--- config.mk ---
export PLATFORM = sky130hd
export DESIGN_NAME = dirController
export DESIGN_NICKNAME = d
export VERILOG_FILES = /design/src/rtl/dirPkg.sv /design/src/rtl/dirDatapath.sv /design/src/rtl/dirControl.sv /design/src/rtl/dirController.sv
export SDC_FILE = /design/constraint.sdc
export NUM_CORES = 1
export LEC_CHECK = 0
export ABC_AREA = 1
export BUFFER_PORTS_ARGS = -buffer_cell sky130_fd_sc_hd__buf_4
export CAP_MARGIN = 25
export CORE_ASPECT_RATIO = 1.75
export CORE_MARGIN = 5
export CORE_UTILIZATION = 40
export DETAILED_ROUTE_END_ITERATION = 7
export GPL_ROUTABILITY_DRIVEN = 0
export GPL_TIMING_DRIVEN = 0
export PLACE_DENSITY = 0.7
export SLEW_MARGIN = 20
export SYNTH_ARGS = -nofsm -noshare
export SYNTH_HDL_FRONTEND = slang
export SYNTH_HIERARCHICAL = 1
export SYNTH_SLANG_ARGS = --single-unit
--- constraint.sdc ---
create_clock -name clk -period 2.7 [get_ports clk]
set_input_delay 0.27 -clock clk [delete_from_list [all_inputs] [get_ports clk]]
set_output_delay 0.27 -clock clk [all_outputs]
set_load 0.01 [all_outputs]
--- src/rtl/dirPkg.sv ---
package dirPkg;
  typedef enum logic [1:0] {
    FWD_INV          = 2'd0,
    FWD_RECALL_SHARE = 2'd1,
    FWD_RECALL_INV   = 2'd2
  } fwdKindE;

  typedef struct packed {
    logic latchReq;
    logic loadEntry;
    logic fwdFire;
    logic commit;
  } dirStrobeS;
endpackage

--- src/rtl/dirDatapath.sv ---
module dirDatapath
  import dirPkg::*;
#(
  parameter int NUM_PROCS  = 4,
  parameter int NUM_BLOCKS = 8,
  parameter int DATA_W     = 16,
  localparam int PROC_W = (NUM_PROCS > 1) ? $clog2(NUM_PROCS) : 1,
  localparam int ADDR_W = (NUM_BLOCKS > 1) ? $clog2(NUM_BLOCKS) : 1,
  localparam int CNT_W  = $clog2(NUM_PROCS + 1)
) (
  input  logic              clk,
  input  logic              rstN,
  input  dirStrobeS         strobe,
  input  logic              reqWrite,
  input  logic [PROC_W-1:0] reqSrc,
  input  logic [ADDR_W-1:0] reqAddr,
  input  logic [DATA_W-1:0] memRdData,
  input  logic              ackValid,
  input  logic              ackHasData,
  input  logic [DATA_W-1:0] ackData,
  output logic              pendingAny,
  output logic              countZero,
  output logic [PROC_W-1:0] fwdDst,
  output logic [1:0]        fwdKind,
  output logic [ADDR_W-1:0] curAddr,
  output logic [PROC_W-1:0] curSrc,
  output logic              curWrite,
  output logic [DATA_W-1:0] replyData,
  output logic              memWe,
  output logic [DATA_W-1:0] memWrData
);
  function automatic logic [CNT_W-1:0] popCnt(input logic [NUM_PROCS-1:0] v);
    logic [CNT_W-1:0] n;
    n = '0;
    for (int k = 0; k < NUM_PROCS; k++) n = n + CNT_W'(v[k]);
    return n;
  endfunction

  function automatic logic [PROC_W-1:0] lowIdx(input logic [NUM_PROCS-1:0] v);
    logic [PROC_W-1:0] idx;
    idx = '0;
    for (int k = NUM_PROCS - 1; k >= 0; k--) if (v[k]) idx = PROC_W'(k);
    return idx;
  endfunction

  logic [NUM_PROCS-1:0] presence [NUM_BLOCKS];
  logic [NUM_BLOCKS-1:0] dirtyBits;
  logic [NUM_PROCS-1:0] pendMask;
  logic [CNT_W-1:0]     ackCount;
  logic [DATA_W-1:0]    dataReg;
  fwdKindE              kindReg;

  logic [NUM_PROCS-1:0] reqBit, entryPres, nextPend;
  logic                 entryDirty;
  logic                 ackTaken;

  assign reqBit     = NUM_PROCS'(1) << curSrc;
  assign entryPres  = presence[curAddr];
  assign entryDirty = dirtyBits[curAddr];
  assign ackTaken   = ackValid && (ackCount != '0);

  always_comb begin
    if (curWrite)        nextPend = entryPres & ~reqBit;
    else if (entryDirty) nextPend = entryPres & ~reqBit;
    else                 nextPend = '0;
  end

  // directory entry per block
  for (genvar b = 0; b < NUM_BLOCKS; b++) begin : g_entry
    always_ff @(posedge clk) begin
      if (!rstN) begin
        presence[b]  <= '0;
        dirtyBits[b] <= 1'b0;
      end else if (strobe.commit && curAddr == ADDR_W'(b)) begin
        if (curWrite) begin
          presence[b]  <= reqBit;
          dirtyBits[b] <= 1'b1;
        end else begin
          presence[b]  <= presence[b] | reqBit;
          dirtyBits[b] <= 1'b0;
        end
      end
    end
  end

  always_ff @(posedge clk) begin
    if (!rstN) begin
      curAddr  <= '0;
      curSrc   <= '0;
      curWrite <= 1'b0;
      pendMask <= '0;
      ackCount <= '0;
      dataReg  <= '0;
      kindReg  <= FWD_INV;
    end else begin
      if (strobe.latchReq) begin
        curAddr  <= reqAddr;
        curSrc   <= reqSrc;
        curWrite <= reqWrite;
      end
      if (strobe.loadEntry) begin
        pendMask <= nextPend;
        ackCount <= popCnt(nextPend);
        dataReg  <= memRdData;
        if (!curWrite)       kindReg <= FWD_RECALL_SHARE;
        else if (entryDirty) kindReg <= FWD_RECALL_INV;
        else                 kindReg <= FWD_INV;
      end else begin
        if (strobe.fwdFire) pendMask <= pendMask & (pendMask - NUM_PROCS'(1));
        if (ackTaken) begin
          ackCount <= ackCount - CNT_W'(1);
          if (ackHasData) dataReg <= ackData;
        end
      end
    end
  end

  assign pendingAny = |pendMask;
  assign countZero  = (ackCount == '0);
  assign fwdDst     = lowIdx(pendMask);
  assign fwdKind    = kindReg;
  assign replyData  = dataReg;
  assign memWe      = ackTaken && ackHasData;
  assign memWrData  = ackData;
endmodule

--- src/rtl/dirControl.sv ---
module dirControl
  import dirPkg::*;
(
  input  logic      clk,
  input  logic      rstN,
  input  logic      reqValid,
  input  logic      rspReady,
  input  logic      fwdReady,
  input  logic      pendingAny,
  input  logic      countZero,
  output logic      reqReady,
  output logic      rspValid,
  output logic      fwdValid,
  output dirStrobeS strobe
);
  typedef enum logic [1:0] {ST_IDLE, ST_DECIDE, ST_COLLECT, ST_REPLY} stateE;
  stateE state, stateNext;

  always_comb begin
    stateNext = state;
    strobe    = '0;
    reqReady  = 1'b0;
    rspValid  = 1'b0;
    fwdValid  = 1'b0;
    unique case (state)
      ST_IDLE: begin
        reqReady = 1'b1;
        if (reqValid) begin
          strobe.latchReq = 1'b1;
          stateNext = ST_DECIDE;
        end
      end
      ST_DECIDE: begin
        strobe.loadEntry = 1'b1;
        stateNext = ST_COLLECT;
      end
      ST_COLLECT: begin
        fwdValid       = pendingAny;
        strobe.fwdFire = pendingAny && fwdReady;
        if (!pendingAny && countZero) stateNext = ST_REPLY;
      end
      ST_REPLY: begin
        rspValid = 1'b1;
        if (rspReady) begin
          strobe.commit = 1'b1;
          stateNext = ST_IDLE;
        end
      end
      default: stateNext = ST_IDLE;
    endcase
  end

  always_ff @(posedge clk) begin
    if (!rstN) state <= ST_IDLE;
    else       state <= stateNext;
  end
endmodule

--- src/rtl/dirController.sv ---
module dirController
  import dirPkg::*;
#(
  parameter int NUM_PROCS  = 4,
  parameter int NUM_BLOCKS = 8,
  parameter int DATA_W     = 16,
  localparam int PROC_W = (NUM_PROCS > 1) ? $clog2(NUM_PROCS) : 1,
  localparam int ADDR_W = (NUM_BLOCKS > 1) ? $clog2(NUM_BLOCKS) : 1
) (
  input  logic              clk,
  input  logic              rstN,
  input  logic              reqValid,
  output logic              reqReady,
  input  logic              reqWrite,
  input  logic [PROC_W-1:0] reqSrc,
  input  logic [ADDR_W-1:0] reqAddr,
  output logic              rspValid,
  input  logic              rspReady,
  output logic [PROC_W-1:0] rspDst,
  output logic [ADDR_W-1:0] rspAddr,
  output logic [DATA_W-1:0] rspData,
  output logic              rspExcl,
  output logic              fwdValid,
  input  logic              fwdReady,
  output logic [PROC_W-1:0] fwdDst,
  output logic [ADDR_W-1:0] fwdAddr,
  output logic [1:0]        fwdKind,
  input  logic              ackValid,
  input  logic [PROC_W-1:0] ackSrc,
  input  logic              ackHasData,
  input  logic [DATA_W-1:0] ackData,
  output logic [ADDR_W-1:0] memAddr,
  input  logic [DATA_W-1:0] memRdData,
  output logic              memWe,
  output logic [DATA_W-1:0] memWrData
);
  dirStrobeS            strobe;
  logic                 pendingAny, countZero, curWrite;
  logic [ADDR_W-1:0]    curAddr;
  logic [PROC_W-1:0]    curSrc;
  logic [DATA_W-1:0]    replyData;
  logic [PROC_W-1:0]    ackSrcUnused;

  assign ackSrcUnused = ackSrc;

  dirControl u_ctrl (
    .clk, .rstN, .reqValid, .rspReady, .fwdReady,
    .pendingAny, .countZero, .reqReady, .rspValid, .fwdValid, .strobe
  );

  dirDatapath #(
    .NUM_PROCS(NUM_PROCS), .NUM_BLOCKS(NUM_BLOCKS), .DATA_W(DATA_W)
  ) u_dp (
    .clk, .rstN, .strobe, .reqWrite, .reqSrc, .reqAddr, .memRdData,
    .ackValid, .ackHasData, .ackData, .pendingAny, .countZero,
    .fwdDst, .fwdKind, .curAddr, .curSrc, .curWrite, .replyData,
    .memWe, .memWrData
  );

  assign memAddr = curAddr;
  assign fwdAddr = curAddr;
  assign rspAddr = curAddr;
  assign rspDst  = curSrc;
  assign rspExcl = curWrite;
  assign rspData = replyData;
endmodule

==> impl_metrics.toml, run 1 <==
[sta]
setup_ws_ps = 164.2
fin_crit_sh_pct = 93.92
fmax_mhz = 394.4
maxSlewViolCount = 0
finalSetupViolCount = 0
finalClockSkew_ps = 6.581
rsz0062_at_grt = "false"
relSlewSlack_pct = 64.48
fin_crit_ps = 2536
hold_violations = 0
worstMarginPinSlew_ps = 532.9
tns_ps = 0

[min_path]
min_path_type = "primary input to register"
min_path_cells = 3
hold_start = "memRdData[10]"

[detailed_routing]
vias = 4073
wl_um = 12650
wl_per_cell_um = 15.91
drtAntennaViolNets = 0
post-route-drc-count = 0
via_per_inst = 5.123
first_iter_violations = 199
dr.pass1.iters = 5

[job]
maxCapViolations = 0

[cells_and_area]
drive_above_1_share_pct = 27.10
num_antenna_cells = 0
nets = 720
syn_to_final_growth_pct = 28.46
final_area_mm2 = 0.005388
final_util_pct = 52.31

[grt]
antenna_found_initial = 0
grt_pass1_wl_um = 20610
overflow = 0
grt_pass1_vias = 4265
track_usage_pct = 20.74
grt_max_degree = 13

[placement]
dp_hpwl_um = 10290
place_area_mm2 = 0.005074
place_ws_ps = 34.02
portBuffers = 96

[synth]
yosys.cell_types.count = 30
synth_warnings = 6
ys_seq_area_share_pct = 43.91
synthesis.area_mm2 = 0.004194
postSynthAreaPerCell_um2 = 7.557
synthCells = 555
ys_ff_latch = 76
synth_nets = 612

[die]
boundaryPins = 99
num_rows = 49
core_area_mm2 = 0.01030
die_w_um = 87.41
die_area_mm2 = 0.01271
fp.dieH_um = 145.5
start_util_pct = 40.72

[power]
power_frac_seq_pct = 33.0
p_int_mw = 2.926
pwr-share-clk_pct = 22.7
switching_share_pct = 39.41
leakage_nw = 2.522
combPwrFrac_pct = 44.2
ir_worst_vdd_mv = 0.5320
p_sw_mw = 1.903
p_per_area_mw_per_mm2 = 896.5

[worst_setup_path]
worstSetupEndpointType = "register"
cp-start-kind = "register"
critPathKind = "register to register"
r2r_cells = 15
arrival_ps = 2750
path_max_fanout = 10
critical_path_required_ps = 2920

[clock_tree]
h-tree-depth = 3
cts.sinks = 76
cts_buffers = 9
cts_tree = "done"
ctsLongestPathBuffers = 2
worstSkewPairLatency_ps = 330
clock-root-buffer = "clkbuf_16"
path_clk_slew_ps = 50

[run_status]
outcome = "finished, final reports clean"
[synth_stat cells]
library cell	count	area share, %
o21ai_0	31	3.7
a22oi_1	4	0.72
nor2_1	28	2.5
o32ai_2	2	0.78
nand3_1	40	4.8
o32ai_1	1	0.21
buf_4	24	4.3
a21oi_1	39	4.7
clkbuf_1	9	0.81
fa_1	1	0.48
ha_1	9	2.7
a31oi_1	16	2.4
edfxtp_1	32	23
nor2_2	6	0.90
inv_2	8	0.72
xor2_1	1	0.21
inv_4	1	0.15
nor3_1	1	0.12
dfxtp_1	44	21
nand2_1	142	13
nand2_4	1	0.27
a21oi_2	4	0.84
nor2_4	5	1.3
nand2_2	3	0.45
o22ai_1	9	1.3
inv_1	81	7.2
buf_6	2	0.54
or2_0	1	0.15
buf_2	8	0.95
clkinv_1	2	0.18
[cells by family (layout without fill, tap and decap cells)]
group | Yosys count | after routing | share of synthesized area [%]
simple gates | 227 | 227 | 23.21
buf+inv | 135 | 248 | 14.89
compound gates | 106 | 106 | 14.62
flops | 76 | 76 | 43.91
fa+ha+maj | 10 | 10 | 3.162
xor+xnor | 1 | 1 | 0.2089
[cells in the final DEF (no fill, tap or decap), types with 2 or more instances in the layout]
cell,count
nand2_1,140
clkbuf_1,11
o32ai_2,2
nor2_2,6
nand3_1,37
a21oi_2,4
clkbuf_8,2
buf_2,7
buf_6,2
nand3_2,2
buf_4,121
edfxtp_1,32
clkinv_1,3
dfxtp_1,44
a31oi_1,16
a21oi_1,39
nand2_2,5
o21ai_0,31
a22oi_1,4
nor2_4,5
ha_1,9
nor2_1,28
o22ai_1,9
inv_1,79
inv_2,10
clkbuf_16,9
[layout make-up]
type | instances | area (um^2)
Buffer | 43 | 279.0
Clock buffer | 13 | 260.3
Clock inverter | 3 | 12.51
Fill cell | 1013 | 4912
Inverter | 92 | 351.6
Multi-Input combinational cell | 344 | 1755
Sequential cell | 76 | 1842
Tap cell | 127 | 158.9
Timing Repair Buffer | 97 | 728.2
[worst max-delay path, stage by stage, from the launching register on]
cell	delay, ps
dfxtp_1	320
buf_6	140
inv_4	60
buf_6	140
nand2_2	50
nand3_1	90
nand3_1	100
nand2_1	50
nor2_1	140
nand2_1	100
inv_1	80
fa_1	420
ha_1	210
ha_1	270
a21oi_1	160
a21oi_1	90
[per-layer routing]
metal  vias to the layer above  global-route usage [%]  wire, um
li1                       1981                       -         -
met2                       195                   39.05      6943
met5                         -                       0         0
met4                         0                   11.06       660
met3                        51                   5.439       930
met1                      1846                   19.37      4117
[final timing paths]
path / end / slack [ps]
setup / recovery: u_dp/ackCount[1]$_SDFFE_PN0P_ / 160
hold / removal: u_dp/replyData[10]$_SDFFE_PN0P_ / 210
setup reg to reg: u_dp/ackCount[1]$_SDFFE_PN0P_ / 160
hold reg to reg: u_dp/dirtyBits[4]$_SDFFE_PN0N_ / 460
[repair_timing]
action,4_1_cts,5_1_grt
gates resized for setup,0,10
hold buffers,0,0
setup buffers,0,1
endpoints found under the setup margin,0,3
hold endpoints to repair,0,0
[registers in the layout, indices dropped and copies added (netlist names), named ones only]
signal and flops:
u_dp/presence 32, u_dp/replyData 16, u_dp/dirtyBits 8, u_dp/pendMask 4, u_dp/ackCount 3, u_dp/curAddr 3, u_ctrl/state 2, u_dp/curSrc 2
u_dp/fwdKind 2, u_dp/curWrite 1
[metrics by stage]
stage	power, mW	instances	hold slack [ps]
after floorplan	2.873	555	404.8
after global placement	3.664	778	455.8
after detailed placement	3.704	778	454.1
after CTS	4.829	794	201.9
after global routing	5.190	795	217.9
final	4.830	795	213.1
[power groups by stage]
stage               clock (mW)  combinational, mW  sequential (mW)
CTS                       1.12               2.11             1.60
detailed placement           0               2.09             1.62
finish                    1.10               2.14             1.60
floorplan                    0               1.23             1.64
global placement             0               2.06             1.60
global route              1.16               2.40             1.63
No activity file was read; power rests on OpenSTA's default activity.
==> run 2: changes to the inputs <==
--- a/config.mk
+++ b/config.mk
@@ -10,11 +10,11 @@
 export CAP_MARGIN = 25
 export CORE_ASPECT_RATIO = 1.75
 export CORE_MARGIN = 5
-export CORE_UTILIZATION = 40
+export CORE_UTILIZATION = 50
 export DETAILED_ROUTE_END_ITERATION = 7
 export GPL_ROUTABILITY_DRIVEN = 0
 export GPL_TIMING_DRIVEN = 0
-export PLACE_DENSITY = 0.7
+export PLACE_DENSITY = 0.83
 export SLEW_MARGIN = 20
 export SYNTH_ARGS = -nofsm -noshare
 export SYNTH_HDL_FRONTEND = slang
==> impl_metrics.toml, run 2 (synthesis gave the netlist of run 1 again) <==
[cells_and_area]
final_util_pct = 64.61
syn_to_final_growth_pct = 27.21
largest_reg_flops = 32
num_antenna_cells = 0
final_common_cell = "nand2_1"
nets = 719
final_area_mm2 = 0.005335
final_cell_mix = "nand2_1, buf_4, inv_1"
drive_above_1_share_pct = 26.39
regMostFlops = "u_dp/presence"

[power]
p_per_area_mw_per_mm2 = 912.1
leakage_nw = 2.525
ir_worst_vdd_mv = 0.6659
finalPower_mw = 4.866

[detailed_routing]
vias = 4117
wl_um = 12000
first_iter_violations = 238
via_per_inst = 5.424
post-route-drc-count = 0
drtAntennaViolNets = 0
wl_per_cell_um = 15.81
dr.pass1.iters = 6

[worst_setup_path]
slowest_delay_ps = 490
cp-start-kind = "register"
worstSetupEndpointType = "register"
arrival_ps = 2770
cp_slowest_cell = "fa_1"
crit_chain = "buf_4 > inv_4 > nand2_1 > nand2_1 > nand2_1 > nand3_2 > nand3_2 > nand2_2 > inv_1 > fa_1 > ha_1 > ha_1 > a21oi_1 > a21oi_1"
cpLargestDelayFamily = "adder cells"
path_max_fanout = 9
critPathKind = "register to register"
path_buf_inv = 3
critical_path_required_ps = 2910
cpMostUsedCell = "nand2_1"

[die]
start_util_pct = 50.79
core_area_mm2 = 0.008258
die_w_um = 79.23
num_rows = 44
fp.dieH_um = 131.2
boundaryPins = 99
die_area_mm2 = 0.01039

[run_status]
outcome = "finished, final reports clean"

[sta]
tns_ps = 0
worstMarginPinSlew_ps = 539.4
finalClockSkew_ps = 7.238
fin_crit_sh_pct = 94.82
relSlewSlack_pct = 64.04
fin_crit_ps = 2560
hold_violations = 0
setup_ws_ps = 139.9
rsz0062_at_grt = "false"
fmax_mhz = 390.6
maxSlewViolCount = 0
finalSetupViolCount = 0

[placement]
place_area_mm2 = 0.005030
dp_hpwl_um = 9453
place_ws_ps = 42.99
portBuffers = 96

[clock_tree]
clock-root-buffer = "clkbuf_16"
cts_post_setup_buffers_inserted = 0
worstSkewPairLatency_ps = 330
cts.sinks = 76
cts_buffers = 9
cts_resized = 0
h-tree-depth = 3
path_clk_slew_ps = 50
cts_tree = "done"
ctsLongestPathBuffers = 2
cts_hold_buf = 0

[min_path]
min_path_type = "primary input to register"

[grt]
grt_pass1_vias = 4253
grt_max_degree = 13
track_usage_pct = 23.24
grt_pass1_wl_um = 19030
antenna_found_initial = 0
overflow = 0

[job]
maxCapViolations = 0
[run 2: power breakdown]
group | switching [mW] | internal, mW | leakage [nW] | total (mW)
Clock | 0.427 | 0.735 | 0.139 | 1.16
Sequential | 0.159 | 1.43 | 0.693 | 1.59
Combinational | 1.30 | 0.818 | 1.69 | 2.11
Total | 1.88 | 2.98 | 2.53 | 4.87
[run 2: layer usage]
metal	wire [um]	GRT usage, %
met5	0	0
met4	637	15.39
met3	729	5.753
met2	6734	44.65
met1	3899	20.06
[run 2: cell type report]
cell class	instances	area [um^2]
fillers	689	2923
flip-flops and latches	76	1842
multi-input cells	344	1743
repair buffers	96	720.7
inverters	92	350.3
plain buffers	43	276.5
clock buffers	13	250.2
well taps	92	115.1
clock inverters	3	37.54
[run 2: final timing paths]
| path | from | endpoint | slack [ps] | depth (start not counted) |
|---|---|---|---|---|
| setup / recovery | u_dp/curAddr[0]$_SDFFE_PN0P_ | u_dp/ackCount[1]$_SDFFE_PN0P_ | 140 | 14 |
| hold / removal | rstN | u_ctrl/state[1]$_SDFFE_PN0P_ | 210 | 3 |
| setup reg to reg | u_dp/curAddr[0]$_SDFFE_PN0P_ | u_dp/ackCount[1]$_SDFFE_PN0P_ | 140 | 14 |
| hold reg to reg | u_dp/dirtyBits[4]$_SDFFE_PN0N_ | u_dp/dirtyBits[4]$_SDFFE_PN0N_ | 470 | 2 |
[run 2: tightest hold or removal path: cells and delay by family]
kind,cells,cell delay (ps)
buf+inv,1,100
simple gates,2,130
[run 2: per-stage QoR]
| step | instances | hold WS [ps] |
|---|---|---|
| 5_1_grt | 759 | 210.8 |
| 3_5_place_dp | 743 | 463.8 |
| 3_3_place_gp | 743 | 460.0 |
| 4_1_cts | 759 | 192.7 |
| 2_1_floorplan | 555 | 404.8 |
| 6_report | 759 | 207.6 |
==> run 3: changes to the inputs <==
--- a/config.mk
+++ b/config.mk
@@ -18,5 +18,4 @@
 export SLEW_MARGIN = 20
 export SYNTH_ARGS = -nofsm -noshare
 export SYNTH_HDL_FRONTEND = slang
-export SYNTH_HIERARCHICAL = 1
 export SYNTH_SLANG_ARGS = --single-unit
==> constraint.sdc (replaced) <==
create_clock -name clk -period 2.8 [get_ports clk]
set_input_delay 0.28 -clock clk [delete_from_list [all_inputs] [get_ports clk]]
set_output_delay 0.28 -clock clk [all_outputs]
set_load 0.01 [all_outputs]
==> impl_metrics.toml, run 3 <==
[die]
die_w_um = 78.69
num_rows = 44
boundaryPins = 99
fp.dieH_um = 130.2
die_area_mm2 = 0.01024
core_area_mm2 = 0.008203
start_util_pct = 50.32

[cells_and_area]
largest_reg_flops = 32
regMostFlops = "u_dp.presence"
final_cell_mix = "nand2_1, buf_4, inv_1"
nets = 706
final_area_mm2 = 0.005266
final_common_cell = "nand2_1"
num_antenna_cells = 0
final_util_pct = 64.20
syn_to_final_growth_pct = 27.58
drive_above_1_share_pct = 24.43

[worst_setup_path]
worstSetupEndpointType = "register"
critPathKind = "register to register"
rr_endpoint = "u_dp.ackCount[1]$_SDFFE_PN0P_"
ff2ff_setup_slack_ps = 160
cp_slowest_cell = "fa_1"
cpLargestDelayFamily = "adder cells"
cp-start-kind = "register"
path_buf_inv = 4
arrival_ps = 2860
r2r_cells = 15
critical_path_required_ps = 3030
path_max_fanout = 10
slowest_delay_ps = 390
cpMostUsedCell = "nand2_1"
crit_chain = "buf_4 > inv_2 > buf_2 > nand2_1 > nand3_1 > nand3_1 > nand2_1 > nor2_1 > nand2_1 > inv_1 > ha_1 > fa_1 > ha_1 > a21oi_1 > a21oi_1"

[clock_tree]
path_clk_slew_ps = 60
cts_buffers = 9
worstSkewPairLatency_ps = 340
clock-root-buffer = "clkbuf_16"
ctsLongestPathBuffers = 2
h-tree-depth = 3
cts.sinks = 76
cts_post_setup_buffers_inserted = 0
cts_tree = "done"

[min_path]
min_path_cells = 3
hold_start = "reqSrc[0]"
min_path_type = "primary input to register"
hold_path_end = "u_dp.curSrc[0]$_SDFFE_PN0P_"

[job]
maxCapViolations = 0

[detailed_routing]
wl_per_cell_um = 16.34
dr.pass1.iters = 8
post-route-drc-count = 1
wl_um = 12200
first_iter_violations = 472
vias = 4135
via_per_inst = 5.535
drtAntennaViolNets = 0

[sta]
hold_violations = 0
tns_ps = 0
fin_crit_ps = 2636
relSlewSlack_pct = 55.60
finalSetupViolCount = 0
fin_crit_sh_pct = 94.14
maxSlewViolCount = 0
fmax_mhz = 379.4
finalClockSkew_ps = 5.080
worstMarginPinSlew_ps = 663.5
rsz0062_at_grt = "false"

[grt]
grt_pass1_wl_um = 19940
overflow = 0
grt_max_degree = 13
track_usage_pct = 25.18
grt_pass1_vias = 4362
antenna_found_initial = 0

[synth]
ys_ff_latch = 76
synth_ff_type = "dfxtp_1"
netlist.area_leader.share_pct = 23.28
synthTopCellsByCount = "nand2_1, inv_1, dfxtp_1, edfxtp_1, o21ai_0"
async_reset_ff_share_pct = 0
synthesis.area_mm2 = 0.004128
synth_warnings = 0
synthTopCellsByArea = "edfxtp_1, dfxtp_1, nand2_1, inv_1, buf_4"
yosys.area.top_type = "edfxtp_1"
yosys.cell_types.count = 33
ys_seq_area_share_pct = 44.62
synth_nets = 600
postSynthAreaPerCell_um2 = 7.588
synth_edf_count = 32
synthCells = 544
synthMostInstantiatedCell = "nand2_1"

[placement]
portBuffers = 96
place_area_mm2 = 0.004964
dp_hpwl_um = 9511

[power]
ir_worst_vdd_mv = 0.6349
leakage_nw = 2.526
p_per_area_mw_per_mm2 = 868.7

[run_status]
violations = "DRC"
outcome = "complete, but fails checks"
run 3: cell types whose count changed after synthesis, moves of 6 or more:
cell / before / now
o22ai_1: 9 / 16
a22oi_1: 4 / 12
a21oi_1: 39 / 28
nor2_2: 6 / 0
nand3_1: 40 / 29
nand2_1: 142 / 152
run 3: final cells by class:
cell class,instances,area [um^2]
buffer,41,264.0
clock buffer,12,256.5
clock inverter,4,46.29
fill,676,2937
inverter,83,311.5
multi-input combinational,343,1709
sequential,76,1843
tap,92,115.1
timing repair buffer,96,720.7
run 3: logic make-up (layout without fill, tap and decap cells):
logic type                 count (synthesis)  in the layout  synth area share, %
AOI/OAI and AO/OA                        108            108                15.16
xor gates and xnor gates                   1              1               0.2122
adders and majority gates                  9              9                2.910
buffers and inverters                    125            236                14.03
DFF                                       76             76                44.62
and+or+nand+nor                          225            225                23.07
run 3: worst max-delay path by stage:
| stage | to | from | cells after the start | slack (ps) |
|---|---|---|---|---|
| floorplan | u_dp.ackCount[1]$_SDFFE_PN0P_ | u_dp.curAddr[0]$_SDFFE_PN0P_ | 12 | 420 |
| global placement | u_dp.ackCount[1]$_SDFFE_PN0P_ | u_dp.curSrc[0]$_SDFFE_PN0P_ | 11 | 50 |
| detailed placement | u_dp.ackCount[1]$_SDFFE_PN0P_ | u_dp.curSrc[0]$_SDFFE_PN0P_ | 11 | 20 |
| CTS | u_dp.ackCount[1]$_SDFFE_PN0P_ | u_dp.curSrc[0]$_SDFFE_PN0P_ | 11 | 10 |
| global route | u_dp.ackCount[1]$_SDFFE_PN0P_ | register | 15 | 0.2 |
| finish | u_dp.ackCount[1]$_SDFFE_PN0P_ | register | 15 | 160 |
run 3: worst register-to-register path: cells and delay by family (launching register included):
family / cells / cell delay [ps]
AND/OR/NAND/NOR: 6 / 600
buffers and inverters: 4 / 490
AO/OA/AOI/OAI: 2 / 230
flip-flops: 1 / 300
adder cells (fa/ha/maj): 3 / 900
run 3: layer usage:
layer  GRT usage [%]  routed length (um)  vias up
met5               0                   0        -
met4           19.16                 878        0
met3           6.768                 868       67
met2           46.02                6617      211
met1           23.38                3839     1882
li1                -                   -     1975
run 3: report_power, final:
| part | internal, mW | switching (mW) |
|---|---|---|
| combinational | 0.719 | 1.12 |
| clock | 0.736 | 0.448 |
| sequential | 1.38 | 0.173 |
run 3: what timing repair did:
item | 4_1_cts | 5_1_grt
resized for setup | 0 | 3
endpoints found under the setup margin | 0 | 2
hold buffers | 0 | 0
run 3: stage by stage:
stage / power (mW) / setup slack, ps / hold slack, ps / std cells
after floorplan: 2.632 / 420.4 / 439.9 / 544
after global placement: 3.323 / 46.59 / 456.4 / 732
after detailed placement: 3.380 / 19.69 / 476.1 / 732
after CTS: 4.562 / 10.63 / 202.5 / 748
after global routing: 4.848 / 0.1585 / 223.8 / 747
final: 4.575 / 164.2 / 206.9 / 747
